## config.mk

```make
export PLATFORM = sky130hd
export DESIGN_NAME = ecam_window_decoder
export DESIGN_NICKNAME = d
export VERILOG_FILES = /design/src/rtl/ecam_pkg.sv /design/src/rtl/ecam_base_reg.sv /design/src/rtl/ecam_addr_decode.sv /design/src/rtl/ecam_resp_merge.sv /design/src/rtl/ecam_window_decoder.sv
export SDC_FILE = /design/constraint.sdc
export NUM_CORES = 1
export LEC_CHECK = 0
export BUFFER_PORTS_ARGS = -buffer_cell sky130_fd_sc_hd__clkbuf_2
export CAP_MARGIN = 25
export CORE_AREA = 5 5 147 149
export DETAILED_ROUTE_END_ITERATION = 8
export DIE_AREA = 0 0 152 154
export PLACE_DENSITY = 0.66
export SYNTH_ARGS = -nofsm -noshare
export SYNTH_HDL_FRONTEND = slang
export SYNTH_SLANG_ARGS = --single-unit
```

## constraint.sdc

```tcl
create_clock -name clk -period 1.3 [get_ports clk]
set_input_delay 0.195 -clock clk [delete_from_list [all_inputs] [get_ports clk]]
set_output_delay 0.195 -clock clk [all_outputs]
set_load 0.05 [all_outputs]
```

## src/rtl/ecam_pkg.sv

```systemverilog
package ecam_pkg;
  localparam int ADDR_W    = 36;
  localparam int BUS_W     = 8;
  localparam int DEV_W     = 5;
  localparam int FN_W      = 3;
  localparam int OFF_W     = 12;
  localparam int NUM_SIZES = 3;
  localparam int BUS_LSB   = OFF_W + FN_W + DEV_W;
  localparam int WIN_TOP   = BUS_LSB + BUS_W;
  localparam int BASE_LSB  = WIN_TOP - NUM_SIZES + 1;
  localparam int BASE_HI_W = ADDR_W - BASE_LSB;

  typedef struct packed {
    logic [BUS_W-1:0] bus;
    logic [DEV_W-1:0] dev;
    logic [FN_W-1:0]  fn;
    logic [OFF_W-1:0] off;
  } cfg_tgt_t;
endpackage

```

## src/rtl/ecam_base_reg.sv

```systemverilog
module ecam_base_reg
  import ecam_pkg::*;
(
  input  logic              clk,
  input  logic              rst,
  input  logic              we,
  input  logic [ADDR_W-1:0] wdata,
  output logic [ADDR_W-1:0] q
);
  localparam logic [ADDR_W-1:0] KEEP_MASK =
    ({ADDR_W{1'b1}} << BASE_LSB) | ADDR_W'(7);

  always_ff @(posedge clk) begin
    if (rst)     q <= '0;
    else if (we) q <= wdata & KEEP_MASK;
  end
endmodule

```

## src/rtl/ecam_addr_decode.sv

```systemverilog
module ecam_addr_decode
  import ecam_pkg::*;
(
  input  logic [ADDR_W-1:0]    addr,
  input  logic                 en,
  input  logic [1:0]           size,
  input  logic [BASE_HI_W-1:0] base_hi,
  output logic                 hit,
  output cfg_tgt_t             tgt
);
  logic [NUM_SIZES-1:0] hit_v;
  logic [BUS_W-1:0]     bus_v [NUM_SIZES];

  for (genvar k = 0; k < NUM_SIZES; k++) begin : g_size
    localparam int LO = WIN_TOP - k;
    assign hit_v[k] = (addr[ADDR_W-1:LO] == base_hi[BASE_HI_W-1:LO-BASE_LSB]);
    assign bus_v[k] = BUS_W'(addr[LO-1:BUS_LSB]);
  end

  always_comb begin
    hit     = 1'b0;
    tgt.bus = '0;
    for (int k = 0; k < NUM_SIZES; k++) begin
      if (int'(size) == k) begin
        hit     = en && hit_v[k];
        tgt.bus = bus_v[k];
      end
    end
    tgt.dev = addr[BUS_LSB-1:OFF_W+FN_W];
    tgt.fn  = addr[OFF_W+FN_W-1:OFF_W];
    tgt.off = addr[OFF_W-1:0];
  end
endmodule

```

## src/rtl/ecam_resp_merge.sv

```systemverilog
module ecam_resp_merge #(
  parameter int DATA_W = 32
) (
  input  logic              clk,
  input  logic              rst,
  input  logic              rd_accept,
  input  logic              rd_to_cfg,
  input  logic              c_rvalid,
  input  logic [DATA_W-1:0] c_rdata,
  input  logic              c_err,
  input  logic              p_rvalid,
  input  logic [DATA_W-1:0] p_rdata,
  output logic              busy,
  output logic              m_rvalid,
  output logic [DATA_W-1:0] m_rdata
);
  logic route_cfg;
  logic take;

  assign take = route_cfg ? c_rvalid : p_rvalid;

  always_ff @(posedge clk) begin
    if (rst) begin
      busy      <= 1'b0;
      route_cfg <= 1'b0;
      m_rvalid  <= 1'b0;
      m_rdata   <= '0;
    end else begin
      m_rvalid <= 1'b0;
      if (busy && take) begin
        m_rvalid <= 1'b1;
        m_rdata  <= route_cfg ? (c_err ? {DATA_W{1'b1}} : c_rdata) : p_rdata;
        busy     <= 1'b0;
      end else if (rd_accept) begin
        busy      <= 1'b1;
        route_cfg <= rd_to_cfg;
      end
    end
  end

  assert_rdata_after_wait_R9: assert property (@(posedge clk) disable iff (rst)
    m_rvalid |-> $past(busy));
  assert_unclaimed_ones_R10: assert property (@(posedge clk) disable iff (rst)
    (m_rvalid && $past(route_cfg && c_rvalid && c_err)) |-> (m_rdata == {DATA_W{1'b1}}));
endmodule

```

## src/rtl/ecam_window_decoder.sv

```systemverilog
module ecam_window_decoder
  import ecam_pkg::*;
#(
  parameter int DATA_W = 32,
  localparam int BE_W = DATA_W / 8
) (
  input  logic              clk,
  input  logic              rst,
  input  logic              base_we,
  input  logic [ADDR_W-1:0] base_wdata,
  output logic [ADDR_W-1:0] base_rdata,
  input  logic              m_valid,
  output logic              m_ready,
  input  logic              m_write,
  input  logic [ADDR_W-1:0] m_addr,
  input  logic [DATA_W-1:0] m_wdata,
  input  logic [BE_W-1:0]   m_be,
  output logic              m_rvalid,
  output logic [DATA_W-1:0] m_rdata,
  output logic              c_valid,
  output logic              c_write,
  output logic [BUS_W-1:0]  c_bus,
  output logic [DEV_W-1:0]  c_dev,
  output logic [FN_W-1:0]   c_fn,
  output logic [OFF_W-1:0]  c_off,
  output logic [DATA_W-1:0] c_wdata,
  output logic [BE_W-1:0]   c_be,
  input  logic              c_rvalid,
  input  logic [DATA_W-1:0] c_rdata,
  input  logic              c_err,
  output logic              p_valid,
  output logic              p_write,
  output logic [ADDR_W-1:0] p_addr,
  output logic [DATA_W-1:0] p_wdata,
  output logic [BE_W-1:0]   p_be,
  input  logic              p_rvalid,
  input  logic [DATA_W-1:0] p_rdata
);
  logic [ADDR_W-1:0] base_q;
  logic              hit;
  cfg_tgt_t          tgt, tgt_q;
  logic              busy;
  logic              acc;
  logic              wr_q;
  logic [ADDR_W-1:0] addr_q;
  logic [DATA_W-1:0] wdata_q;
  logic [BE_W-1:0]   be_q;

  assign m_ready    = !busy;
  assign acc        = m_valid && m_ready;
  assign base_rdata = base_q;

  ecam_base_reg u_base (
    .clk   (clk),
    .rst   (rst),
    .we    (base_we),
    .wdata (base_wdata),
    .q     (base_q)
  );

  ecam_addr_decode u_dec (
    .addr    (m_addr),
    .en      (base_q[0]),
    .size    (base_q[2:1]),
    .base_hi (base_q[ADDR_W-1:BASE_LSB]),
    .hit     (hit),
    .tgt     (tgt)
  );

  always_ff @(posedge clk) begin
    if (rst) begin
      c_valid <= 1'b0;
      p_valid <= 1'b0;
      wr_q    <= 1'b0;
      addr_q  <= '0;
      wdata_q <= '0;
      be_q    <= '0;
      tgt_q   <= '0;
    end else begin
      c_valid <= acc && hit;
      p_valid <= acc && !hit;
      if (acc) begin
        wr_q    <= m_write;
        addr_q  <= m_addr;
        wdata_q <= m_wdata;
        be_q    <= m_be;
        tgt_q   <= tgt;
      end
    end
  end

  assign c_write = wr_q;
  assign c_bus   = tgt_q.bus;
  assign c_dev   = tgt_q.dev;
  assign c_fn    = tgt_q.fn;
  assign c_off   = tgt_q.off;
  assign c_wdata = wdata_q;
  assign c_be    = be_q;
  assign p_write = wr_q;
  assign p_addr  = addr_q;
  assign p_wdata = wdata_q;
  assign p_be    = be_q;

  ecam_resp_merge #(.DATA_W(DATA_W)) u_rsp (
    .clk       (clk),
    .rst       (rst),
    .rd_accept (acc && !m_write),
    .rd_to_cfg (hit),
    .c_rvalid  (c_rvalid),
    .c_rdata   (c_rdata),
    .c_err     (c_err),
    .p_rvalid  (p_rvalid),
    .p_rdata   (p_rdata),
    .busy      (busy),
    .m_rvalid  (m_rvalid),
    .m_rdata   (m_rdata)
  );

  assert_single_path_R8: assert property (@(posedge clk) disable iff (rst)
    !(c_valid && p_valid));
  assert_pass_addr_R8: assert property (@(posedge clk) disable iff (rst)
    p_valid |-> (p_addr == $past(m_addr)));
  assert_cfg_needs_window_R3: assert property (@(posedge clk) disable iff (rst)
    c_valid |-> ($past(base_q[0]) && ($past(base_q[2:1]) != 2'b11)));
  assert_read_blocks_R9: assert property (@(posedge clk) disable iff (rst)
    $past(m_valid && m_ready && !m_write) |-> !m_ready);
endmodule

```

# After elaboration in Yosys (flattened, before gate mapping)
# Cells that the tools add are included.
[word_totals]
inputBits = 180
out_inout_bits = 210
mem_bits_rw = 0
latchBits = 0
mem_count = 0
register_bits = 151
mem_bits_ro = 0
wordCells = 45
[op_classes]
muxes = 10
multipliers = 0
addsub = 0
n_eq_ne = 5
div = 0
bitwise = 1
magnitude_cmp = 0
shift = 0
reduce_logical = 14
[op_table]
columns = ["op", "count"]
rows = [
  ["$mux W32", 2],
  ["$mux W8", 3],
  ["$eq A10 B10 Y1", 1],
  ["$eq A9 B9 Y1", 1],
  ["$eq A8 B8 Y1", 1],
  ["$logic_and A1 B1 Y1", 8],
  ["$mux W1", 5],
  ["$eq A2 B2 Y1 const B", 2],
  ["$logic_not A1 Y1", 3],
  ["$logic_not A2 Y1", 1],
  ["$reduce_and A2 Y1", 1],
  ["$reduce_or A2 Y1", 1],
  ["$not A1 Y1", 1],
]

# Depth between registers and ports, before layout
# Gate-level depths: netlist (run 1).
[logic_depth]
word_depth = 7
depth_mapped = 7
mapped_depth_nobuf = 4

# Hierarchy
# A second synthesis (run 1) with hierarchy kept.
[hier_totals]
hier_cells = 738
area_unflattened_um2 = 7355.8
[by_module_without_submodules]
columns = ["mod", "area_each_um2", "n_inst", "cells_each"]
rows = [
  ["ecam_window_decoder", 5009.8, 1, 504],
  ["ecam_resp_merge", 1343.8, 1, 122],
  ["ecam_base_reg", 650.6, 1, 66],
  ["ecam_addr_decode", 351.6, 1, 46],
]

# Worst setup path after synthesis (run 1)
# Ideal clock, no wire load.
[synth_path]
path_kind = "reg2reg"
startpoint = "register u_base.q[34]"
endpoint = "register u_rsp.route_cfg"
n_path_buf = 0
arrival_ps = 1533
t_required_ps = 1204
setup_slack_ps = -329
stages_incl_launch_ff = 5
path_cell_list = "dfxtp_1 xor2_1 nor4_1 o2111ai_1 o41ai_2"
[synth_via]
elab_chain_len = 5
elab_cells_between_ends = 9
[synth_rtl]
columns = ["item", "line", "source"]
rows = [
  ["start: declaration", "ecam_base_reg.sv:8", "output logic [ADDR_W-1:0] q"],
  ["start signal: assignment", "ecam_base_reg.sv:15", "else if (we) q <= wdata & KEEP_MASK;"],
  ["$eq A8 B8 Y1", "ecam_addr_decode.sv:16", "assign hit_v[k] = (addr[ADDR_W-1:LO] == base_hi[BASE_HI_W-1:LO-BASE_LSB]);"],
  ["$logic_and A1 B1 Y1", "ecam_addr_decode.sv:25", "hit = en && hit_v[k];"],
  ["$mux W1 (2 in a row)", "ecam_addr_decode.sv:24", "if (int'(size) == k) begin"],
  ["$mux W1 *", "ecam_addr_decode.sv:24", ""],
  ["end signal: assignment", "ecam_resp_merge.sv:36", "route_cfg <= rd_to_cfg;"],
  ["end: declaration", "ecam_resp_merge.sv:17", "logic route_cfg;"],
]
# Every way passes the cells marked *; elsewhere a longest branch is shown, timed or not.
# A chain may end at the register's enable or synchronous reset.

# Final worst setup path (run 1)
[layout_path]
startpoint = "register u_base.q[35]"
endpoint = "register p_valid"
[layout_via]
elab_chain_len = 7
elab_cells_between_ends = 11
[layout_rtl]
columns = ["item", "line", "source"]
rows = [
  ["$eq A8 B8 Y1", "ecam_addr_decode.sv:16", ""],
  ["$logic_and A1 B1 Y1", "ecam_addr_decode.sv:25", ""],
  ["$mux W1 (2 in a row)", "ecam_addr_decode.sv:24", ""],
  ["$mux W1 *", "ecam_addr_decode.sv:24", ""],
  ["$logic_not A1 Y1 *", "ecam_window_decoder.sv:81", "p_valid <= acc && !hit;"],
  ["$logic_and A1 B1 Y1 *", "ecam_window_decoder.sv:81", ""],
  ["end signal: assignment", "ecam_window_decoder.sv:81", ""],
  ["end: declaration", "ecam_window_decoder.sv:31", "output logic p_valid,"],
]
# Marked as above.

==> run metrics, run 1 <==
reg2reg start u_base.q[35]$_SDFFE_PP0P_; DRT Wirelength 19850 um; largest net degree at the start of global routing 60; setup TNS -0.03104 ns; r2r endpoint p_valid$_SDFF_PP0_; Lkg Pwr 3.980 nW; failing checks setup timing; Final Wtd Congestion 0.7912; all-layer global routing usage 15.97%; vias in the first global route 5535; synth top area cells dfxtp_1 (48%), nand2_1 (12%), buf_4 (11%); Worst setup SP type flip-flop; fin crit share 101.8%; Die ar. 0.02341 mm^2; Vias/cell 4.446; crit path cell chain xor2_4 > nor4_4 > o2111ai_2 > o21a_1; Power Dens Cells 1442 mW/mm^2; H-tree depth 4; DP HPWL 13860 um; number of synthesized flops with an enable pin 0; top cells by count, synth nand2_1 (182), dfxtp_1 (131), a21oi_1 (109); top-count cell post-synth nand2_1; Layout Skew 0.004008 ns; Tmin final 1.323 ns; total grt overflow 0; Hold Path Origin base_wdata[34]; Hold Path End u_base.q[34]$_SDFFE_PP0P_; Post-synth top flop dfxtp_1; Slew Limit Fails 0; RSZ-0062 raised after global routing yes; initial DRC count 181; CTS tree built; Worst Setup Path Type reg2reg; CTS Buf Count 17; status complete, but fails checks; final instance area 0.008452 mm^2; Critical Path RT 1.60 ns; Pre-Repair DR Iteration Count 4; Crit path max-delay family compound AO/OA/AOI/OAI gates; first-pass GRT wire length 30390 um; Synth Cell Area 0.005471 mm^2; Multi-input gate area 0.002187 mm^2; Bufs on Longest Clock Path 2; later-pin clock latency in the skew report 0.40 ns; Syn-to-layout area delta 54.47%; CP Max Fanout 3; Layout Cells excl Fill 1268; diode count 0; layout cells sized above 1 42.18%; Worst-path clk slew 0.06 ns; CP Capture Type flip-flop; clock sinks 131; Mapped Cells 655; async set-or-reset flop fraction in the synthesized netlist 0%; placed cells 1179; FP Rows 52; Die Ht 154 um; CP bufs+invs 0; average cell area after synthesis 8.353 um^2; Critical Path AT 1.62 ns; Hold/Removal Path Class in2reg; Synth cell types 30; number of antenna violations at the first check in global routing 0; Final ANT Viol Nets 0; # DRC 0; final hold vios 0; slowest stage cell, crit path dfxtp_4; Max stage delay on crit path 0.36 ns; filler cell count in the final layout 2033; Worst R2R Setup Slack -0.02 ns; Initial Utilization 27.30%; synth warn 0; Worst Reg-to-Reg Cells 4; Max Fclk 755.7 MHz; final worst slack -0.02323 ns; Synth Register Bits 131; Area after DPL 0.007017 mm^2; Place WS -0.1737 ns; Synth top area share 47.93%; num ports 390; fin nets 1165; setup violators final 2; IO buf count 343; Seq/Total Area, Yosys 47.93%; sequential cell area 0.002649 mm^2; Routed wire per std cell 15.65 um; CTS root buffer clkbuf_16; max_cap viols 0; via count 5637; Min Hold Slack 0.02676 ns; Die W 152 um; Yosys top cell by area dfxtp_1; Cells on Worst Hold Path 3; Peak VDD IR 0.7937 mV; core area 0.02004 mm^2
worst register-to-register path: stages, from the launching register on:
cell,delay (ns)
dfxtp_4,0.36
xor2_4,0.16
nor4_4,0.28
o2111ai_2,0.19
o21a_1,0.23
worst max path at each step:
stage	from	to	cells after the start
3_3_place_gp	u_base.q[35]$_SDFFE_PP0P_	c_valid$_SDFF_PP0_	4
6_report	u_base.q[35]$_SDFFE_PP0P_	p_valid$_SDFF_PP0_	4
4_1_cts	u_base.q[35]$_SDFFE_PP0P_	p_valid$_SDFF_PP0_	4
2_1_floorplan	u_rsp.route_cfg$_SDFFE_PP0P_	u_rsp.m_rdata[22]$_SDFFE_PP0P_	7
5_1_grt	u_base.q[27]$_SDFFE_PP0P_	u_rsp.route_cfg$_SDFFE_PP0P_	4
3_5_place_dp	u_base.q[35]$_SDFFE_PP0P_	p_valid$_SDFF_PP0_	4
cells in the final DEF, fill, tap and decap left out, drive strengths merged:
cell type / netlist / layout
buf: 102 / 67
xnor2: 5 / 5
dfxtp: 131 / 131
nand4: 1 / 1
mux2: 1 / 1
nand2b: 3 / 3
o221ai: 31 / 31
clkbuf: 27 / 318
o41ai: 1 / 1
nand2: 182 / 182
xor2: 5 / 5
o211ai: 1 / 1
mux2i: 13 / 13
nor2: 23 / 23
a211oi: 1 / 1
inv: 2 / 5
dlygate4sd3: 0 / 52
nor4: 2 / 2
nand3b: 1 / 1
o2111ai: 1 / 1
o21a: 1 / 1
conb: 1 / 23
and2: 1 / 3
a211o: 1 / 1
nand3: 2 / 2
a22oi: 6 / 6
nor2b: 1 / 1
bufinv: 0 / 3
a21oi: 109 / 109
clkinvlp: 0 / 3
clkinv: 0 / 2
sequential cells by signal (all words and copies together), names as in the netlist:
| register | flops |
|---|---|
| c_valid | 1 |
| c_write | 1 |
| p_addr | 19 |
| c_bus | 8 |
| u_rsp.m_rdata | 32 |
| p_valid | 1 |
| c_dev | 4 |
| c_off | 11 |
| u_rsp.busy | 1 |
| c_fn | 2 |
| u_rsp.route_cfg | 1 |
| u_rsp.m_rvalid | 1 |
| c_be | 4 |
| c_wdata | 32 |
| u_base.q | 13 |
power breakdown:
group          switching, W  total [W]  internal, W
Combinational       0.00200    0.00281     0.000811
Clock               0.00185    0.00498      0.00314
Sequential         0.000160    0.00440      0.00424
stage by stage:
stage / util, % / total power (W)
2_1_floorplan: - / 0.006464
3_3_place_gp: 35.02 / 0.007043
3_5_place_dp: 35.02 / 0.007053
4_1_cts: 41.48 / 0.01230
5_1_grt: 42.18 / 0.01272
6_report: 42.18 / 0.01219
final cells by class:
class | instances | share of cell area (%)
well taps | 270 | 3.997
inverters | 2 | 0.08882
flip-flops and latches | 131 | 31.34
clock inverters | 11 | 1.776
multi-input cells | 417 | 25.88
repair buffers | 416 | 31.47
clock buffers | 21 | 5.448
what timing repair did:
action	in CTS	in global routing
gates cloned	2	2
endpoints found under the hold margin	52	0
buffers inserted	0	1
gates resized for setup	43	92
pin swaps	2	3
endpoints found under the setup margin	73	90
hold buffers	52	0
logic make-up after synthesis:
family                 synth area share, %
flip-flops                           47.93
other                              0.06854
AO/OA/AOI/OAI                        16.88
AND/OR/NAND/NOR                      15.30
XOR/XNOR                             1.601
buffers and inverters                15.57
multiplexers                         2.652
routing by layer:
layer	track usage [%]	vias to the layer above	routed length [um]
li1	-	2755	-
met1	18.66	2597	7894
met4	4.966	0	339
met3	5.958	22	1729
met5	0	-	0
met2	27.27	263	9883
Note: power is estimated with default switching activity, not from simulation.
==> run 2: changes to the inputs <==
--- a/config.mk
+++ b/config.mk
@@ -7,10 +7,10 @@
 export LEC_CHECK = 0
 export BUFFER_PORTS_ARGS = -buffer_cell sky130_fd_sc_hd__clkbuf_2
 export CAP_MARGIN = 25
-export CORE_AREA = 5 5 147 149
+export CORE_AREA = 5 5 150 152
+export CTS_BUF_LIST = sky130_fd_sc_hd__clkbuf_4 sky130_fd_sc_hd__clkbuf_8
 export DETAILED_ROUTE_END_ITERATION = 8
-export DIE_AREA = 0 0 152 154
-export PLACE_DENSITY = 0.66
+export DIE_AREA = 0 0 155 157
 export SYNTH_ARGS = -nofsm -noshare
 export SYNTH_HDL_FRONTEND = slang
 export SYNTH_SLANG_ARGS = --single-unit
==> run 2 against run 1 <==
Net effect: the run still ends with setup timing left; worst hold slack gained 0.021 ns; critical path depth is 3 higher; power decreased by 6.3%; sequential share of layout area down 4.9 points; first-iteration DRC count rose by 72%; design area grew 20%; non-clock buffer count increased by 58; via count is 8.1% higher; sequential power grew 0.9%; global-route usage rose by 0.19 points; cell count up 5.0%.
==> run metrics, run 2 (synthesis results as in run 1) <==
fin crit share 107.9%; Worst-path clk slew 0.08 ns; Worst Setup Path Type reg2reg; final worst slack -0.1025 ns; DP HPWL 14450 um; Max Fclk 713.0 MHz; Slew Limit Fails 0; Layout Skew 0.005687 ns; met1 wire length 9450 um; CP Max Fanout 6; Cells on Worst Hold Path 3; Final Wtd Congestion 0.7776; IO buf count 343; status complete, but fails checks; WL met3 2042 um; Initial Utilization 26.19%; RSZ-0062 raised after global routing yes; reg2reg start u_rsp.busy$_SDFFE_PP0P_; num ports 390; fin nets 1225; Critical Path RT 1.66 ns; Peak VDD IR 0.5387 mV; number of antenna violations at the first check in global routing 0; via count 6091; Hold/Removal Path Class in2reg; Min Hold Slack 0.04736 ns; max_cap viols 0; Max Used Layer met4; Power Dens Cells 1122 mW/mm^2; Routed wire per std cell 18.12 um; Tmin final 1.402 ns; Syn-to-layout area delta 85.98%; final instance area 0.01018 mm^2; CTS Buf Count 17; r2r endpoint c_wdata[10]$_SDFFE_PP0P_; Hold Path End c_bus[2]$_SDFFE_PP0P_; Die ar. 0.02434 mm^2; CP most frequent cell buf_12; Layout Cells excl Fill 1332; Pre-Repair DR Iteration Count 4; Worst R2R Setup Slack -0.10 ns; failing checks setup timing; Die Ht 157 um; Hold Path Origin m_addr[22]; most frequent cells in the layout clkbuf_2 (157), nand2_1 (139), dfxtp_1 (90); CTS tree built; core area 0.02089 mm^2; FP Rows 53; CTS root buffer clkbuf_8; setup TNS -1.665 ns; DRT Wirelength 24140 um; all-layer global routing usage 16.16%; WP depth 7; H-tree depth 4; Worst Reg-to-Reg Cells 7; Bufs on Longest Clock Path 2; largest net degree at the start of global routing 42; most common cell after layout, fill and taps aside clkbuf_2; crit path cell chain buf_6 > nor2b_4 > buf_12 > buf_12 > buf_12 > nand2_2 > a21oi_2; total grt overflow 0; Max stage delay on crit path 0.36 ns; Die W 155 um; Vias/cell 4.573; first-pass GRT wire length 31340 um; Area after DPL 0.007126 mm^2; metal2 WL 12140 um; vias in the first global route 5684; CP bufs+invs 4; placed cells 1196; final hold vios 0; clock sinks 131; initial DRC count 312; setup violators final 45; layout cells sized above 1 55.63%; Place WS -0.1865 ns; slowest stage cell, crit path dfxtp_4; # DRC 0; CP Capture Type flip-flop; diode count 0; Crit path max-delay family buffers and inverters; Worst setup SP type flip-flop; Critical Path AT 1.76 ns; Final ANT Viol Nets 0; Lkg Pwr 4.562 nW; later-pin clock latency in the skew report 0.44 ns
run 2: routing by layer:
layer  global-route usage (%)  vias up
met1                    18.90     2894
met4                    5.004        0
li1                         -     2882
met5                        0        -
met2                    27.69      285
met3                    5.911       30
run 2: report_power, final:
part / internal, W / switching, W
sequential: 0.00424 / 0.000197
combinational: 0.00130 / 0.00224
clock: 0.00174 / 0.00170
total: 0.00728 / 0.00414
run 2: worst max path at each step:
stage	from	endpoint	slack, ns
floorplan	u_rsp.route_cfg$_SDFFE_PP0P_	u_rsp.m_rdata[22]$_SDFFE_PP0P_	-0.05
global placement	u_base.q[35]$_SDFFE_PP0P_	c_valid$_SDFF_PP0_	-0.13
detailed placement	u_base.q[35]$_SDFFE_PP0P_	c_valid$_SDFF_PP0_	-0.19
CTS	u_base.q[34]$_SDFFE_PP0P_	u_rsp.route_cfg$_SDFFE_PP0P_	-0.06
global route	u_rsp.busy$_SDFFE_PP0P_	c_wdata[11]$_SDFFE_PP0P_	-0.15
finish	u_rsp.busy$_SDFFE_PP0P_	c_wdata[10]$_SDFFE_PP0P_	-0.10
run 2: area by class of cell:
cell class | count | area (um^2)
Tap cell | 275 | 344.1
Clock buffer | 18 | 247.7
Sequential cell | 131 | 2694
Clock inverter | 13 | 136.4
Timing Repair Buffer | 474 | 4020
Fill cell | 1876 | 10710
Multi-Input combinational cell | 419 | 2726
Inverter | 2 | 7.507
run 2: what timing repair did:
action,CTS,global route
buffers inserted,0,8
pin swaps,3,90
gates cloned,3,10
setup endpoints to repair,188,210
endpoints found under the hold margin,87,0
hold buffers,85,0
gates resized for setup,207,356
run 2: through the flow:
step                total power (W)  util [%]
global route                0.01193     48.72
finish                      0.01142     48.72
floorplan                  0.006464         -
CTS                         0.01104     43.34
global placement           0.007091     34.11
detailed placement         0.007103     34.11
run 2: worst reg2reg max path, delay by kind of cell (launching register included):
| family | cells | cell delay [ns] |
|---|---|---|
| simple gates | 2 | 0.25 |
| buf+inv | 4 | 0.55 |
| flops | 1 | 0.36 |
| compound gates | 1 | 0.16 |
==> run 3: changes to the inputs <==
--- a/config.mk
+++ b/config.mk
@@ -11,6 +11,8 @@
 export CTS_BUF_LIST = sky130_fd_sc_hd__clkbuf_4 sky130_fd_sc_hd__clkbuf_8
 export DETAILED_ROUTE_END_ITERATION = 8
 export DIE_AREA = 0 0 155 157
+export HOLD_SLACK_MARGIN = 0.1
+export PLACE_DENSITY = 0.59
 export SYNTH_ARGS = -nofsm -noshare
 export SYNTH_HDL_FRONTEND = slang
 export SYNTH_SLANG_ARGS = --single-unit
==> run 3 against run 2 <==
Net effect: the run still ends with setup timing left; register-to-register slack better by 0.04 ns; die area stayed put; sequential share of layout area is 0.52 points higher; clock power is 18% higher; combinational power is 6.8% lower; critical path type is now reg2out.
==> run metrics, run 3 (synthesis results as in run 1) <==
status complete, but fails checks; failing checks setup timing; crit path cell chain buf_6 > buf_6 > inv_4 > clkbuf_16; Bufs on Longest Clock Path 2; Max stage delay on crit path 0.33 ns; Routed wire per std cell 16.37 um; r2r endpoint u_rsp.route_cfg$_SDFFE_PP0P_; CP Capture Type primary output; Power Dens Cells 1192 mW/mm^2; filler cell count in the final layout 1945; Worst Reg-to-Reg Cells 4; clock sinks 131; Tmin final 1.381 ns; Place WS -0.1274 ns; Worst setup SP type flip-flop; vias in the first global route 5959; DRT Wirelength 22540 um; Cells on Worst Hold Path 2; CTS root buffer clkbuf_8; fin nets 1269; setup violators final 3; Pre-Repair DR Iteration Count 5; Final Wtd Congestion 0.7720; Die Ht 157 um; RSZ-0062 raised after global routing yes; Hold Path Origin rst; most frequent cells in the layout nand2_1 (181), clkbuf_2 (167), dlygate4sd3_1 (150); Layout Skew 0.01070 ns; setup TNS -0.1819 ns; Peak VDD IR 0.5188 mV; final hold vios 0; slowest stage cell, crit path dfxtp_2; Initial Utilization 26.19%; Die W 155 um; DP HPWL 13710 um; CTS Buf Count 17; Syn-to-layout area delta 80.68%; most common cell after layout, fill and taps aside nand2_1; initial DRC count 259; total grt overflow 0; Worst-path clk slew 0.08 ns; Final Power 0.01178 W; reg2reg start u_base.q[34]$_SDFFE_PP0P_; fin crit share 106.2%; Critical Path RT 1.11 ns; Slew Limit Fails 0; largest net degree at the start of global routing 84; num ports 390; number of antenna violations at the first check in global routing 0; max_cap viols 0; Critical Path AT 1.19 ns; H-tree depth 4; CP most frequent cell buf_6; Min Hold Slack 0.1247 ns; FP Rows 53; first-pass GRT wire length 32510 um; final worst slack -0.08079 ns; layout cells sized above 1 40.47%; CTS tree built; Max Fclk 724.2 MHz; later-pin clock latency in the skew report 0.43 ns; IO buf count 343; Vias/cell 4.444; CP Max Fanout 3; Worst Setup Path Type reg2out; all-layer global routing usage 16.52%; Hold Path End u_base.q[34]$_SDFFE_PP0P_; Die ar. 0.02434 mm^2; Final ANT Viol Nets 0; # DRC 0; Worst R2R Setup Slack -0.06 ns; Hold/Removal Path Class in2reg; Lkg Pwr 4.526 nW; core area 0.02089 mm^2; via count 6119; diode count 0
[run 3: worst max-delay path: cells and delay by family, from the launching register on]
| kind | cells | cell delay (ns) |
|---|---|---|
| buffers and inverters | 4 | 0.43 |
| flip-flops | 1 | 0.33 |
[run 3: area by class of cell]
class	instances	area, um^2	area share, %
clock buffer	20	262.8	2.658
clock inverter	12	205.2	2.076
inverter	2	10.01	0.1013
multi-input combinational	419	2205	22.30
sequential	131	2669	27.00
tap	275	344.1	3.481
timing repair buffer	518	4190	42.39
[run 3: metrics by stage]
step / util [%] / cells / area, um^2
2_1_floorplan: - / 677 / 5579
3_3_place_gp: 33.73 / 1182 / 7046
3_5_place_dp: 33.73 / 1182 / 7046
4_1_cts: 45.67 / 1368 / 9540
5_1_grt: 47.33 / 1377 / 9886
6_report: 47.33 / 1377 / 9886
[run 3: where the power goes]
part	leakage [nW]	internal, W	switching (W)
clock	0.230	0.00239	0.00169
combinational	3.21	0.00121	0.00210
sequential	1.08	0.00423	0.000169
total	4.53	0.00783	0.00395
[run 3: how the worst max path moves through the flow]
stage | from | endpoint | slack [ns] | cells after the start
CTS | u_rsp.busy$_SDFFE_PP0P_ | m_ready | -0.12 | 4
detailed placement | u_base.q[35]$_SDFFE_PP0P_ | u_rsp.route_cfg$_SDFFE_PP0P_ | -0.13 | 4
global route | u_base.q[34]$_SDFFE_PP0P_ | u_rsp.route_cfg$_SDFFE_PP0P_ | -0.19 | 4
finish | u_rsp.busy$_SDFFE_PP0P_ | m_ready | -0.08 | 4
floorplan | u_rsp.route_cfg$_SDFFE_PP0P_ | u_rsp.m_rdata[22]$_SDFFE_PP0P_ | -0.05 | 7
global placement | u_base.q[35]$_SDFFE_PP0P_ | c_valid$_SDFF_PP0_ | -0.06 | 4
[run 3: metal layers]
layer  GRT usage (%)  up-vias  wire, um
li1                -     2967         -
met1           18.56     2829      8853
met2           30.05      295     11320
met3           5.472       28      1956
met4           4.373        0       402
met5               0        -         0
[run 3: repair_timing]
item / CTS / global route
setup endpoints to repair: 149 / 141
hold buffers: 150 / 1
resized for setup: 150 / 186
setup buffers: 3 / 3
pin swaps: 3 / 13
endpoints found under the hold margin: 125 / 1
cloned: 2 / 7
